<file path="src/rtl/pfq2d_pkg.sv">
package pfq2d_pkg;
  localparam int unsigned DEF_NCOL = 16;
  localparam int unsigned DEF_NROW = 16;

  typedef enum logic {
    SRC_COL_A = 1'b0,
    SRC_COL_B = 1'b1
  } cand_src_e;
endpackage

</file>
<file path="src/rtl/pfq2d_bitmap.sv">
// Occupancy grid: one bit per (start column, finish row).
// A clear and a set on the same edge: clear first, set second.
module pfq2d_bitmap #(
  parameter int unsigned NCOL = pfq2d_pkg::DEF_NCOL,
  parameter int unsigned NROW = pfq2d_pkg::DEF_NROW,
  localparam int unsigned CW = $clog2(NCOL),
  localparam int unsigned RW = $clog2(NROW)
) (
  input  logic                 clk,
  input  logic                 rst_n,
  input  logic                 set_en,
  input  logic [CW-1:0]        set_col,
  input  logic [RW-1:0]        set_row,
  input  logic                 clr_en,
  input  logic [CW-1:0]        clr_col,
  input  logic [RW-1:0]        clr_row,
  output logic [NCOL*NROW-1:0] cells
);
  for (genvar c = 0; c < NCOL; c++) begin : g_col
    logic [NROW-1:0] col_q;
    logic [NROW-1:0] col_d;

    always_comb begin
      col_d = col_q;
      if (clr_en && (clr_col == CW'(c))) col_d[clr_row] = 1'b0;
      if (set_en && (set_col == CW'(c))) col_d[set_row] = 1'b1;
    end

    always_ff @(posedge clk) begin
      if (!rst_n) col_q <= '0;
      else        col_q <= col_d;
    end

    assign cells[c*NROW +: NROW] = col_q;
  end
endmodule

</file>
<file path="src/rtl/pfq2d_colpick.sv">
// Reads one column of the grid and finds its lowest occupied row.
module pfq2d_colpick #(
  parameter int unsigned NCOL = pfq2d_pkg::DEF_NCOL,
  parameter int unsigned NROW = pfq2d_pkg::DEF_NROW,
  localparam int unsigned CW = $clog2(NCOL),
  localparam int unsigned RW = $clog2(NROW)
) (
  input  logic [NCOL*NROW-1:0] cells,
  input  logic [CW-1:0]        col,
  output logic                 found,
  output logic [RW-1:0]        row
);
  logic [NROW-1:0] colvec [NCOL];
  logic [NROW-1:0] sel;

  for (genvar c = 0; c < NCOL; c++) begin : g_split
    assign colvec[c] = cells[c*NROW +: NROW];
  end

  assign sel   = colvec[col];
  assign found = |sel;

  always_comb begin
    row = '0;
    for (int r = NROW - 1; r >= 0; r--) begin
      if (sel[r]) row = RW'(r);
    end
  end
endmodule

</file>
<file path="src/rtl/pfq2d_arbiter.sv">
// Chooses between the column-a and column-b candidates.
module pfq2d_arbiter #(
  parameter int unsigned NROW = pfq2d_pkg::DEF_NROW,
  localparam int unsigned RW = $clog2(NROW)
) (
  input  logic                  a_found,
  input  logic [RW-1:0]         a_row,
  input  logic                  b_found,
  input  logic [RW-1:0]         b_row,
  input  logic                  b_elig,
  output logic                  valid,
  output pfq2d_pkg::cand_src_e  src,
  output logic [RW-1:0]         row
);
  import pfq2d_pkg::*;
  logic b_ok;

  assign b_ok  = b_found && b_elig;
  assign valid = a_found || b_ok;

  always_comb begin
    src = SRC_COL_A;
    if (b_ok && (!a_found || (b_row < a_row))) src = SRC_COL_B;
    row = (src == SRC_COL_B) ? b_row : a_row;
  end
endmodule

</file>
<file path="src/rtl/pfq2d_sched.sv">
module pfq2d_sched #(
  parameter int unsigned NCOL = pfq2d_pkg::DEF_NCOL,
  parameter int unsigned NROW = pfq2d_pkg::DEF_NROW
) (
  input  logic                    clk,
  input  logic                    rst_n,
  input  logic                    ins_valid,
  output logic                    ins_ready,
  input  logic [$clog2(NCOL)-1:0] ins_start,
  input  logic [$clog2(NROW)-1:0] ins_finish,
  input  logic [$clog2(NCOL)-1:0] vt_a,
  input  logic [$clog2(NCOL)-1:0] svc_b,
  output logic                    out_valid,
  input  logic                    out_ready,
  output logic [$clog2(NCOL)-1:0] out_start,
  output logic [$clog2(NROW)-1:0] out_finish,
  output logic                    out_from_b
);
  import pfq2d_pkg::*;
  localparam int unsigned CW = $clog2(NCOL);
  localparam int unsigned RW = $clog2(NROW);

  logic [NCOL*NROW-1:0] cells;
  logic                 a_found, b_found, b_elig, fire;
  logic [RW-1:0]        a_row, b_row;
  cand_src_e            src;

  assign ins_ready = 1'b1;
  assign b_elig    = (svc_b <= vt_a);
  assign fire      = out_valid && out_ready;

  pfq2d_bitmap #(.NCOL(NCOL), .NROW(NROW)) u_grid (
    .clk     (clk),
    .rst_n   (rst_n),
    .set_en  (ins_valid),
    .set_col (ins_start),
    .set_row (ins_finish),
    .clr_en  (fire),
    .clr_col (out_start),
    .clr_row (out_finish),
    .cells   (cells)
  );

  pfq2d_colpick #(.NCOL(NCOL), .NROW(NROW)) u_pick_a (
    .cells (cells),
    .col   (vt_a),
    .found (a_found),
    .row   (a_row)
  );

  pfq2d_colpick #(.NCOL(NCOL), .NROW(NROW)) u_pick_b (
    .cells (cells),
    .col   (svc_b),
    .found (b_found),
    .row   (b_row)
  );

  pfq2d_arbiter #(.NROW(NROW)) u_arb (
    .a_found (a_found),
    .a_row   (a_row),
    .b_found (b_found),
    .b_row   (b_row),
    .b_elig  (b_elig),
    .valid   (out_valid),
    .src     (src),
    .row     (out_finish)
  );

  assign out_from_b = (src == SRC_COL_B);
  assign out_start  = out_from_b ? svc_b : vt_a;

  logic [CW-1:0] unused_cw;
  assign unused_cw = '0;
endmodule

</file>
<file path="config.mk">
export PLATFORM = sky130hd
export DESIGN_NAME = pfq2d_sched
export DESIGN_NICKNAME = d
export VERILOG_FILES = /design/src/rtl/pfq2d_pkg.sv /design/src/rtl/pfq2d_bitmap.sv /design/src/rtl/pfq2d_colpick.sv /design/src/rtl/pfq2d_arbiter.sv /design/src/rtl/pfq2d_sched.sv
export SDC_FILE = /design/constraint.sdc
export NUM_CORES = 1
export LEC_CHECK = 0
export ABC_CLOCK_PERIOD_IN_PS = 4950
export BUFFER_PORTS_ARGS = -buffer_cell sky130_fd_sc_hd__clkbuf_2
export CAP_MARGIN = 0
export CORE_ASPECT_RATIO = 0.8
export CORE_MARGIN = 2
export CORE_UTILIZATION = 43
export CTS_CLUSTER_DIAMETER = 200
export DETAILED_ROUTE_END_ITERATION = 12
export GPL_TIMING_DRIVEN = 0
export HOLD_SLACK_MARGIN = 0.05
export SYNTH_ARGS = -nofsm -noshare
export SYNTH_HDL_FRONTEND = slang
export SYNTH_SLANG_ARGS = --single-unit
</file>
<file path="constraint.sdc">
create_clock -name clk -period 4.95 [get_ports clk]
set_input_delay 0 -clock clk [delete_from_list [all_inputs] [get_ports clk]]
set_output_delay 0 -clock clk [all_outputs]
set_load 0.02 [all_outputs]
</file>
==> impl_metrics.env <==
export IMPL_crit_buf_inv=5
export IMPL_portBuffers=26
export IMPL_critPathCapture="out_finish[1]"
export IMPL_drtIter0Drc=3024
export IMPL_irDropWorstVdd_uv=250.0
export IMPL_yosysSeqAreaShare=0.3228
export IMPL_io_pins=31
export IMPL_max_slew_margin_rel=0.2821
export IMPL_drt_first_pass_iters=7
export IMPL_layout_commonest_cell="dfxtp_1"
export IMPL_clk_transition_reported_paths_ps=60
export IMPL_min_path_type="in2reg"
export IMPL_hpwl_um=54990
export IMPL_layout_common_cells="dfxtp_1, nand2_1, o311ai_1"
export IMPL_die_height_um=175.9
export IMPL_crit_chain="mux4_2, a22oi_2, nand2_2, nor4_4, a211oi_2, o31ai_2, inv_1, ha_2, a21o_1, a21o_1, o41ai_4, and2_1, buf_6, buf_12, buf_12, nand2_4, mux2i_1, clkbuf_2"
export IMPL_power_total_uw=4867
export IMPL_crit_path_start="u_grid.g_col[10].col_q[10]"
export IMPL_worst_path_stages=18
export IMPL_maxCapViolCount=0
export IMPL_netlist_area_sq_um=15880
export IMPL_grt_pass1_wl_um=110100
export IMPL_drive_gt1_frac=0.2825
export IMPL_crit_fanout=11
export IMPL_largestRegisters="u_grid.g_col.col_q (256)"
export IMPL_end_kind="primary output"
export IMPL_fin_crit_ps=4990
export IMPL_setup_tns_ps=-230.5
export IMPL_synth_cells=1597
export IMPL_start_kind="register"
export IMPL_final_util=0.5227
export IMPL_initial_utilization=0.4392
export IMPL_largest_reg_flops=256
export IMPL_cp_data_arrival_time_ps=4990
export IMPL_grt_max_degree=16
export IMPL_num_antenna_cells=0
export IMPL_cellLeakagePower_uw=0.005890
export IMPL_cts_buffers=29
export IMPL_rsz0062_at_grt="true"
export IMPL_fin_ws_ps=-40.45
export IMPL_clockBufferDepth=3
export IMPL_yosys_warnings=0
export IMPL_path_class="reg2out"
export IMPL_fmaxAchievable_mhz=200.4
export IMPL_avgRoutedWirePerCell_um=35.19
export IMPL_cts_root_buf="clkbuf_16"
export IMPL_place_gp_congestion=1.078
export IMPL_cp_slowest_cell="mux4_2"
export IMPL_postRouteAntennaNets=0
export IMPL_die_area_sq_um=38480
export IMPL_finalMaxSlewViolations=0
export IMPL_violations="negative setup slack"
export IMPL_top_register="u_grid.g_col.col_q"
export IMPL_final_cell_count_no_fill=2211
export IMPL_avgSynthCellArea_sq_um=9.941
export IMPL_grt_pass1_vias=15490
export IMPL_htreeDepth=1
export IMPL_cp_top_family="compound AO/OA/AOI/OAI gates"
export IMPL_finalSetupViolations=16
export IMPL_synth_main_ff_cell="dfxtp_1"
export IMPL_reg2reg_depth=19
export IMPL_finalHoldViolCount=0
export IMPL_dpl_cell_count=2103
export IMPL_vias=17030
export IMPL_grt_overflow_total=0
export IMPL_synthesis_nets=1624
export IMPL_areaGrowthSynthToFinish_pct=19.02
export IMPL_grt_usage=0.3960
export IMPL_r2r_start="u_grid.g_col[10].col_q[10]"
export IMPL_antenna_found_initial=0
export IMPL_whs_ps=64.44
export IMPL_coreArea_sq_um=36150
export IMPL_slowest_delay_ps=530
export IMPL_wirelength_um=77810
export IMPL_cts_tree="done"
export IMPL_synth_seq_cells=256
export IMPL_outcome="complete, but fails checks"
export IMPL_synth_async_sr_flop_share=0
export IMPL_final_nets=1740
export IMPL_worstMarginPinSlew_ps=1077
export IMPL_clk_latency_ps=590
export IMPL_fin_crit_sh=1.008
export IMPL_viasPerCell=7.703
export IMPL_die_width_um=218.8
export IMPL_powerDensity_nw_per_um2=257.5
export IMPL_synth_distinct_cells=73
export IMPL_synth_edf_count=0
export IMPL_finClkSkew_ps=17.03
export IMPL_cts_sinks=256
export IMPL_reg2reg_slack_ps=-30
export IMPL_drc=0
export IMPL_placementRows=62
export IMPL_reg2reg_to="u_grid.g_col[11].col_q[7]"
export IMPL_cp_required_ps=4950
[report_power, final]
part / internal [uW] / switching, uW / total, uW
registers: 2060 / 3.84 / 2070
clock network: 1250 / 972 / 2230
logic: 146 / 427 / 573
total: 3460 / 1400 / 4870
[worst register-to-register path: cells and delay by family (launching register included)]
family / cells / cell delay, ps
AOI/OAI and AO/OA: 9 / 1950
muxes: 2 / 900
buffers and inverters: 4 / 830
and+or+nand+nor: 3 / 700
DFF: 1 / 340
adders and majority gates: 1 / 220
[what timing repair did]
| action | 4_1_cts | 5_1_grt |
|---|---|---|
| cloned | 1 | 2 |
| hold buffers | 10 | 0 |
| buffers inserted | 32 | 15 |
| endpoints found under the hold margin | 87 | 0 |
| endpoints found under the setup margin | 265 | 265 |
| pin swaps | 22 | 16 |
| resized for setup | 100 | 130 |
[final cells by class]
class / instances / area [sq um]
flip-flops and latches: 256 / 5125
repair buffers: 86 / 705.7
inverters: 8 / 35.03
multi-input cells: 1127 / 10360
plain buffers: 205 / 1141
clock inverters: 9 / 113.9
fillers: 3320 / 17250
clock buffers: 40 / 817.0
well taps: 480 / 600.6
[layer usage]
| layer | vias up | part of all wire | global-route usage |
|---|---|---|---|
| met5 | - | 0 | 0 |
| li1 | 6827 | - | - |
| met4 | 0 | 0.055 | 0.1647 |
| met1 | 8333 | 0.38 | 0.5559 |
| met2 | 1590 | 0.40 | 0.5403 |
| met3 | 282 | 0.17 | 0.1506 |
[Yosys cell counts, types with 6 or more instances]
master / instances / area, sq um
a211oi_1: 83 / 623.1
a21oi_1: 9 / 45.04
a221o_1: 6 / 60.06
a221oi_1: 9 / 78.83
a221oi_2: 11 / 165.2
a22o_1: 20 / 175.2
a22oi_1: 20 / 150.1
and3_1: 6 / 37.54
and4_1: 18 / 157.7
buf_1: 11 / 41.29
buf_2: 37 / 185.2
buf_4: 14 / 105.1
buf_6: 16 / 180.2
clkbuf_1: 127 / 476.7
dfxtp_1: 256 / 5125
ha_1: 7 / 87.58
inv_1: 8 / 30.03
mux2i_1: 13 / 130.1
mux4_2: 128 / 2883
nand2_1: 152 / 570.6
nand3_1: 23 / 115.1
nand4_1: 10 / 62.56
nor2_1: 28 / 105.1
nor2b_1: 12 / 75.07
nor3_1: 27 / 135.1
o211ai_1: 8 / 60.06
o21ai_0: 85 / 425.4
o21ai_1: 108 / 540.5
o22ai_1: 83 / 519.3
o311ai_0: 34 / 297.8
o311ai_1: 139 / 1217
o31ai_4: 13 / 276.5
[cell families after synthesis]
logic type,synth area share
compound gates,0.3145
fa+ha+maj,0.005516
buf+inv,0.06541
flops,0.3228
mux,0.1919
other cells,0.0002362
simple gates,0.09961
[worst min-delay path by stage]
stage                            endpoint                  startpoint  cells past startpoint  slack, ps
2_1_floorplan   u_grid.g_col[13].col_q[5]                ins_start[0]                      2        240
3_3_place_gp   u_grid.g_col[11].col_q[10]  u_grid.g_col[11].col_q[10]                      2        460
3_5_place_dp     u_grid.g_col[2].col_q[2]    u_grid.g_col[2].col_q[2]                      2        470
4_1_cts          u_grid.g_col[1].col_q[8]               ins_finish[3]                      5         60
5_1_grt         u_grid.g_col[9].col_q[10]               ins_finish[3]                      5        110
6_report         u_grid.g_col[1].col_q[8]               ins_finish[3]                      5         60
[through the flow]
stage / setup WS (ps) / area (sq um)
global route: -148.9 / 18900
CTS: 3.086 / 18250
finish: -40.45 / 18900
global placement: -1955 / 16610
detailed placement: -1991 / 16610
floorplan: 402.7 / 15880
Note: power is estimated with default switching activity, not from simulation.
